--- src/rtl/pc_unit_pkg.sv ---
package pc_unit_pkg;
  localparam int unsigned ADDR_W = 16;
  localparam int unsigned FLAG_W = 3;

  typedef enum logic [2:0] {
    CMD_NONE        = 3'd0,
    CMD_JUMP        = 3'd1,
    CMD_BRANCH      = 3'd2,
    CMD_CALL_JUMP   = 3'd3,
    CMD_CALL_BRANCH = 3'd4,
    CMD_RETURN      = 3'd5
  } pc_cmd_e;
endpackage

--- src/rtl/pc_cond_eval.sv ---
module pc_cond_eval #(
  parameter int unsigned FLAG_W = 3
) (
  input  logic [FLAG_W-1:0] flags_i,
  input  logic [FLAG_W-1:0] care_i,
  input  logic [FLAG_W-1:0] pol_i,
  output logic              match_o
);
  logic [FLAG_W-1:0] bit_ok;

  for (genvar g = 0; g < FLAG_W; g++) begin : g_bit
    assign bit_ok[g] = ((flags_i[g] & care_i[g]) == pol_i[g]);
  end

  assign match_o = &bit_ok;
endmodule

--- src/rtl/pc_target_gen.sv ---
module pc_target_gen
  import pc_unit_pkg::*;
#(
  parameter int unsigned ADDR_W = 16
) (
  input  logic [2:0]        cmd_i,
  input  logic              match_i,
  input  logic [ADDR_W-1:0] pc_i,
  input  logic [ADDR_W-1:0] imm_i,
  input  logic [ADDR_W-1:0] pop_i,
  output logic              active_o,
  output logic              taken_o,
  output logic [ADDR_W-1:0] target_o
);
  logic [ADDR_W-1:0] rel_sum;
  assign rel_sum = pc_i + imm_i;

  always_comb begin
    active_o = 1'b1;
    taken_o  = 1'b0;
    target_o = imm_i;
    unique case (cmd_i)
      CMD_JUMP:        begin taken_o = match_i; target_o = imm_i;   end
      CMD_BRANCH:      begin taken_o = match_i; target_o = rel_sum; end
      CMD_CALL_JUMP:   begin taken_o = 1'b1;    target_o = imm_i;   end
      CMD_CALL_BRANCH: begin taken_o = 1'b1;    target_o = rel_sum; end
      CMD_RETURN:      begin taken_o = 1'b1;    target_o = pop_i;   end
      default:         active_o = 1'b0;
    endcase
  end
endmodule

--- src/rtl/pc_reg.sv ---
module pc_reg #(
  parameter int unsigned ADDR_W   = 16,
  parameter int unsigned STEP     = 2,
  parameter logic [ADDR_W-1:0] RESET_PC = '0
) (
  input  logic              clk_i,
  input  logic              rst_ni,
  input  logic              load_i,
  input  logic              hold_i,
  input  logic              adv_op_i,
  input  logic              adv_imm_i,
  input  logic [ADDR_W-1:0] target_i,
  output logic [ADDR_W-1:0] pc_o
);
  localparam logic [ADDR_W-1:0] STEP_V = ADDR_W'(STEP);

  logic [ADDR_W-1:0] adv;
  assign adv = (adv_op_i ? STEP_V : '0) + (adv_imm_i ? STEP_V : '0);

  always_ff @(posedge clk_i or negedge rst_ni) begin
    if (!rst_ni)     pc_o <= RESET_PC;
    else if (load_i) pc_o <= target_i;
    else if (!hold_i) pc_o <= pc_o + adv;
  end
endmodule

--- src/rtl/pc_flow_unit.sv ---
module pc_flow_unit
  import pc_unit_pkg::*;
#(
  parameter int unsigned OP_W     = 16,
  parameter int unsigned CARE_LSB = 3,
  parameter int unsigned POL_LSB  = 0
) (
  input  logic              clk_i,
  input  logic              rst_ni,
  input  logic              fetch_op_i,
  input  logic              fetch_imm_i,
  input  logic [2:0]        cmd_i,
  input  logic [OP_W-1:0]   op_i,
  input  logic [ADDR_W-1:0] imm_i,
  input  logic [FLAG_W-1:0] flags_i,
  input  logic [ADDR_W-1:0] pop_i,
  output logic [ADDR_W-1:0] pc_o,
  output logic [ADDR_W-1:0] ret_addr_o,
  output logic              taken_o
);
  logic              match;
  logic              active;
  logic              taken;
  logic [ADDR_W-1:0] target;

  pc_cond_eval #(.FLAG_W(FLAG_W)) u_cond (
    .flags_i (flags_i),
    .care_i  (op_i[CARE_LSB +: FLAG_W]),
    .pol_i   (op_i[POL_LSB +: FLAG_W]),
    .match_o (match)
  );

  pc_target_gen #(.ADDR_W(ADDR_W)) u_tgt (
    .cmd_i    (cmd_i),
    .match_i  (match),
    .pc_i     (pc_o),
    .imm_i    (imm_i),
    .pop_i    (pop_i),
    .active_o (active),
    .taken_o  (taken),
    .target_o (target)
  );

  pc_reg #(.ADDR_W(ADDR_W), .STEP(2)) u_pc (
    .clk_i     (clk_i),
    .rst_ni    (rst_ni),
    .load_i    (taken),
    .hold_i    (active),
    .adv_op_i  (fetch_op_i),
    .adv_imm_i (fetch_imm_i),
    .target_i  (target),
    .pc_o      (pc_o)
  );

  assign ret_addr_o = pc_o;
  assign taken_o    = taken;
endmodule

--- config.mk ---
export PLATFORM = sky130hd
export DESIGN_NAME = pc_flow_unit
export DESIGN_NICKNAME = d
export VERILOG_FILES = /design/src/rtl/pc_unit_pkg.sv /design/src/rtl/pc_cond_eval.sv /design/src/rtl/pc_target_gen.sv /design/src/rtl/pc_reg.sv /design/src/rtl/pc_flow_unit.sv
export SDC_FILE = /design/constraint.sdc
export NUM_CORES = 1
export LEC_CHECK = 0
export CAP_MARGIN = 25
export CORE_UTILIZATION = 47
export DETAILED_ROUTE_END_ITERATION = 12
export PLACE_DENSITY = 0.92
export SLEW_MARGIN = 10
export SYNTH_ARGS = -nofsm -noshare
export SYNTH_HDL_FRONTEND = slang
export SYNTH_SLANG_ARGS = --single-unit
--- constraint.sdc ---
create_clock -name clk_i -period 4.71 [get_ports clk_i]
set_input_delay 0.7065 -clock clk_i [delete_from_list [all_inputs] [get_ports clk_i]]
set_output_delay 0.7065 -clock clk_i [all_outputs]
set_load 0.05 [all_outputs]
# Yosys cells after proc, flatten, opt, wreduce, memory -nomap -nowiden
# Index checks and enable logic that the tools add are counted.
# totals
regBits,16
inputBits,58
out_inout_bits,33
wordCells,28
# op_classes
add_sub_neg,3
n_eq_ne,9
muxes,7
bitwise,3
n_reduce_logical,5
# op_table
cell,n
16-bit adder,3
16-bit 2-to-1 mux,2
16-bit case mux with 2 select lines,1
"3-bit by 2-bit == test with 1-bit output, second input constant",2
"3-bit == test, second input constant",2
5-bit OR reduction,1
2-bit 2-to-1 mux,2
2-bit OR reduction,2
1-bit bitwise AND,3
1-bit == test,3
"3-bit by 1-bit == test with 1-bit output, second input constant",1
3-bit AND reduction,1
3-bit OR reduction,1
"2-bit != test, second input constant",1
1-bit case mux with 2 select lines,1
1-bit 2-to-1 mux,1

# Longest topological paths before layout
# logic_depth
word_depth,5
ltp_mapped,10

# Cells and area by module
# From an unflattened synthesis, not the netlist that was laid out.
# hier_totals
hier_cells,295
area_unflattened_um2,2353.5
# modules_own_cells
module,instances,cells_each,area_per_inst_um2
pc_target_gen,1,175,1233.7
pc_reg,1,97,952.2
pc_flow_unit,1,16,120.1
pc_cond_eval,1,7,47.5

# Worst setup path before layout
# OpenSTA, ideal clock, no wires.
# synth_timing
path_kind,input to output
from,input port flags_i[2]
to,output port taken_o
arrival_time_ps,2053
required_ps,4003
slack_ps,1950
cell_stages,5
path_buffers,1
cell_sequence,nand2_1 -> xor2_1 -> nand3_1 -> o311ai_2 -> clkbuf_1
# synth_between
elab_chain_len,4
# synth_lines
item,line,rtl
start: declaration,pc_flow_unit.sv:15,"input logic [FLAG_W-1:0] flags_i,"
1-bit bitwise AND,pc_cond_eval.sv:12,assign bit_ok[g] = ((flags_i[g] & care_i[g]) == pol_i[g]);
1-bit == test,pc_cond_eval.sv:12,
3-bit AND reduction,pc_cond_eval.sv:15,assign match_o = &bit_ok;
1-bit case mux with 2 select lines,pc_target_gen.sv:22,unique case (cmd_i)
end: declaration,pc_flow_unit.sv:19,output logic taken_o
# No other way between the ends.

# Final worst setup path
# layout_timing
from,input port cmd_i[2]
to,output port taken_o
# layout_between
elab_chain_len,3
word_cells_on_any_way,8
# layout_lines
item,line,rtl
start: declaration,pc_flow_unit.sv:12,"input logic [2:0] cmd_i,"
"3-bit by 2-bit == test with 1-bit output, or another cell as far along",pc_target_gen.sv:22,
3-bit OR reduction (no source line) or 2-bit OR reduction (tied branches),-,
1-bit case mux with 2 select lines (*),pc_target_gen.sv:22,
# Mark *: on every way between the ends. The rest lies on a longest branch, timed or not.

==> flow_metrics.py <==
metrics = {
    "outcome": {
        "status": "completed",
    },
    "critical_path": {
        "critPathLaunchType": "primary input",
        "rr_startpoint": "u_pc.pc_o[0]$_DFFE_PN0P_",
        "cp_max_fo": 11,
        "crit_family": "buffers and inverters",
        "cp_slowest_cell": "clkdlybuf4s50_1",
        "critPathMaxStageDelay_ns": 0.90,
        "ff2ff_setup_slack_ns": 2.12,
        "crit_chain": "clkdlybuf4s50_1 > nor2b_1 > nand4_1 > o311ai_4 > clkdlybuf4s50_1",
        "worstPathArrival_ns": 3.00,
        "crit_path_end_kind": "output pin",
        "r2r_end": "u_pc.pc_o[14]$_DFFE_PN0P_",
        "crit_type": "in -> out",
        "startpoint": "cmd_i[2]",
        "required_ns": 4.00,
        "cp_common_cell": "clkdlybuf4s50_1",
        "critPathBufInv": 2,
        "r2r_cells": 9,
    },
    "logic_synthesis": {
        "netlist_area_sq_um": 2130,
        "yosysTopAreaCellShare_pct": 18.8,
        "synth_ff_type": "dfrtp_1",
        "synth_fp_nets": 353,
        "ys_seq_elements": 16,
        "yosysUniqueCellTypes": 49,
        "yosys-top-cells-area": "dfrtp_1, ha_1, buf_4, nand2_1, xnor2_1",
        "async_reset_ff_share_pct": 100,
        "synth-edff-count": 0,
        "ys_seq_area_share_pct": 18.8,
        "yosys_warnings": 0,
        "postSynthAreaPerCell_sq_um": 7.72,
        "synth_top_cell_by_area": "dfrtp_1",
        "synthesis.instances": 276,
    },
    "global_route": {
        "grt_pass1_vias": 2177,
        "grt-ovfl-total": 0,
        "grt_pass1_wl_um": 10100,
        "busiest_layer": "met2",
        "gr-usage-met3_pct": 3.20,
        "met2_usage_pct": 42.7,
        "grt_antenna_before_repair": 0,
        "use_met1_pct": 35.2,
        "track_usage_pct": 26.0,
        "grt_max_degree": 33,
    },
    "placement": {
        "io_buffers": 80,
        "place_congestion": 0.917,
        "post-dp-hpwl_um": 5130,
    },
    "clock_network": {
        "insertion_delay_ns": 0.25,
        "htree_levels": 1,
        "cts_tree": "yes",
        "ctsResizeCount": 0,
        "cts_hold_buffers": 0,
        "cts_made_buffers": 3,
        "clkTransAtPathRegs_ns": 0.06,
        "cts_num_sinks": 16,
        "cts_post_setup_buffers_inserted": 0,
        "clockRootBuffer": "clkbuf_8",
        "clk_path_buf_depth": 2,
    },
    "min_path": {
        "holdCritStartpoint": "u_pc.pc_o[0]$_DFFE_PN0P_",
        "min_to": "u_pc.pc_o[0]$_DFFE_PN0P_",
        "hold_path_class": "reg -> reg",
        "min_path_cells": 2,
    },
    "sta": {
        "rsz0062_at_grt": "no",
        "finalCriticalPeriod_ns": 3.71,
        "hold_viol": 0,
        "slew_viol_final": 0,
        "maxSlewHeadroom_pct": 35.6,
        "finalSetupTns_ns": 0,
        "period_share_pct": 78.7,
        "fmax_ghz": 0.270,
        "whs_ns": 0.631,
        "setup_viol": 0,
        "fin_skew_ns": 0.00356,
        "tightest_slew_ns": 0.962,
    },
    "layout": {
        "finalNetCount": 412,
        "synthToLayoutAreaGrowth_pct": 34.8,
        "biggestRegsByFlops": "u_pc.pc_o: 16 flops",
        "largest_register": "u_pc.pc_o",
        "diodes": 0,
        "drive_gt1_share_pct": 3.00,
        "largest_reg_flops": 16,
    },
    "die": {
        "io_pins": 91,
        "row_count": 24,
        "initial_core_util_pct": 48.9,
        "dieWidth_um": 69.3,
        "die_h_um": 69.3,
        "die-area_sq_um": 4810,
        "core_sq_um": 4350,
    },
    "job": {
        "cap_violations": 0,
    },
    "power": {
        "powerDensity_nw_per_um2": 503,
        "p_leak_uw": 0.00118,
        "ir_drop_v": 0.000185,
    },
    "route": {
        "route.detailed.wl_per_inst_um": 16.3,
        "vias": 2315,
        "drt_iter0_drc": 197,
        "drt_first_pass_iters": 4,
        "routed_wl_um": 6260,
        "drc": 0,
        "ant_nets": 0,
        "vias_per_cell": 6.01,
    },
}
## worst reg2reg max path: cells and delay by family (launching register included)
family                     cells  cell delay, ns
AOI/OAI and AO/OA              5            1.20
buffers and inverters          1            0.07
and+or+nand+nor                1            0.22
adders and majority gates      2            0.62
DFF                            1            0.41
## worst max path at each step
stage,endpoint,cells after the start
2_1_floorplan,taken_o,5
3_3_place_gp,taken_o,5
3_5_place_dp,taken_o,5
4_1_cts,taken_o,5
5_1_grt,taken_o,5
6_report,taken_o,5
## metal layers
layer  routed length (um)  share of wire, %  vias to the layer above
met4                  144               2.3                        0
met5                    0                 0                        -
met2                 2950                47                       97
li1                     -                 -                     1111
met1                 2760                44                     1092
met3                  399               6.4                       15
## synth_stat cells (3+ instances only)
library cell and count:
nor2_1 27, clkbuf_1 6, nand4_1 5, nand2b_1 3, inv_1 10, a21oi_1 20
xor2_1 10, nor2b_1 4, and3_1 5, a221oi_1 7, nand3_1 9, a41oi_1 3
nand2_1 34, o21a_1 4, o2111ai_1 3, dfrtp_1 16, a31oi_1 8, o21ai_0 7
a22oi_1 5, buf_4 17, ha_1 17, o211ai_1 3, a21o_1 7, xnor2_1 13
## metrics by stage
step | std cells | power (uW) | worst slack, ns | cell area [sq um] | util, %
floorplan | 276 | 1050 | 1.95 | 2130 | -
global placement | 382 | 1300 | 1.09 | 2830 | 65.0
detailed placement | 382 | 1330 | 1.04 | 2830 | 65.0
CTS | 385 | 1440 | 1.03 | 2870 | 66.0
global route | 385 | 1530 | 0.942 | 2870 | 66.0
finish | 385 | 1440 | 1.00 | 2870 | 66.0
## final cells by class
cell class	instances	area, sq um
Timing Repair Buffer	81	808
Sequential cell	16	400
Fill cell	364	1480
Multi-Input combinational cell	223	1520
Tap cell	52	65.1
Clock buffer	3	41.3
Inverter	10	37.5
## power by group
group | total [uW] | switching, uW | internal (uW)
logic | 1070 | 658 | 408
registers | 272 | 90.9 | 181
clock network | 106 | 49.4 | 56.9
## kinds of logic (layout without fill, tap and decap cells)
family | Yosys count | in the layout | synth area share [%]
and+or+nand+nor | 96 | 96 | 21.0
AOI/OAI and AO/OA | 83 | 83 | 27.6
buffers and inverters | 37 | 94 | 10.3
xor gates and xnor gates | 23 | 23 | 9.45
adders and majority gates | 19 | 19 | 11.9
DFF | 16 | 16 | 18.8
muxes | 2 | 2 | 0.940
## layout by cell type, fill, tap and decap left out, drive strengths merged, types with 9 or more instances in the layout
| master | netlist | layout |
|---|---|---|
| xor2 | 10 | 10 |
| nand2 | 34 | 34 |
| a21oi | 20 | 20 |
| inv | 10 | 10 |
| nand3 | 9 | 9 |
| o21ai | 9 | 9 |
| dfrtp | 16 | 16 |
| clkdlybuf4s50 | 0 | 80 |
| ha | 17 | 17 |
| xnor2 | 13 | 13 |
| nor2 | 28 | 28 |
(Power assumes the default switching activity.)
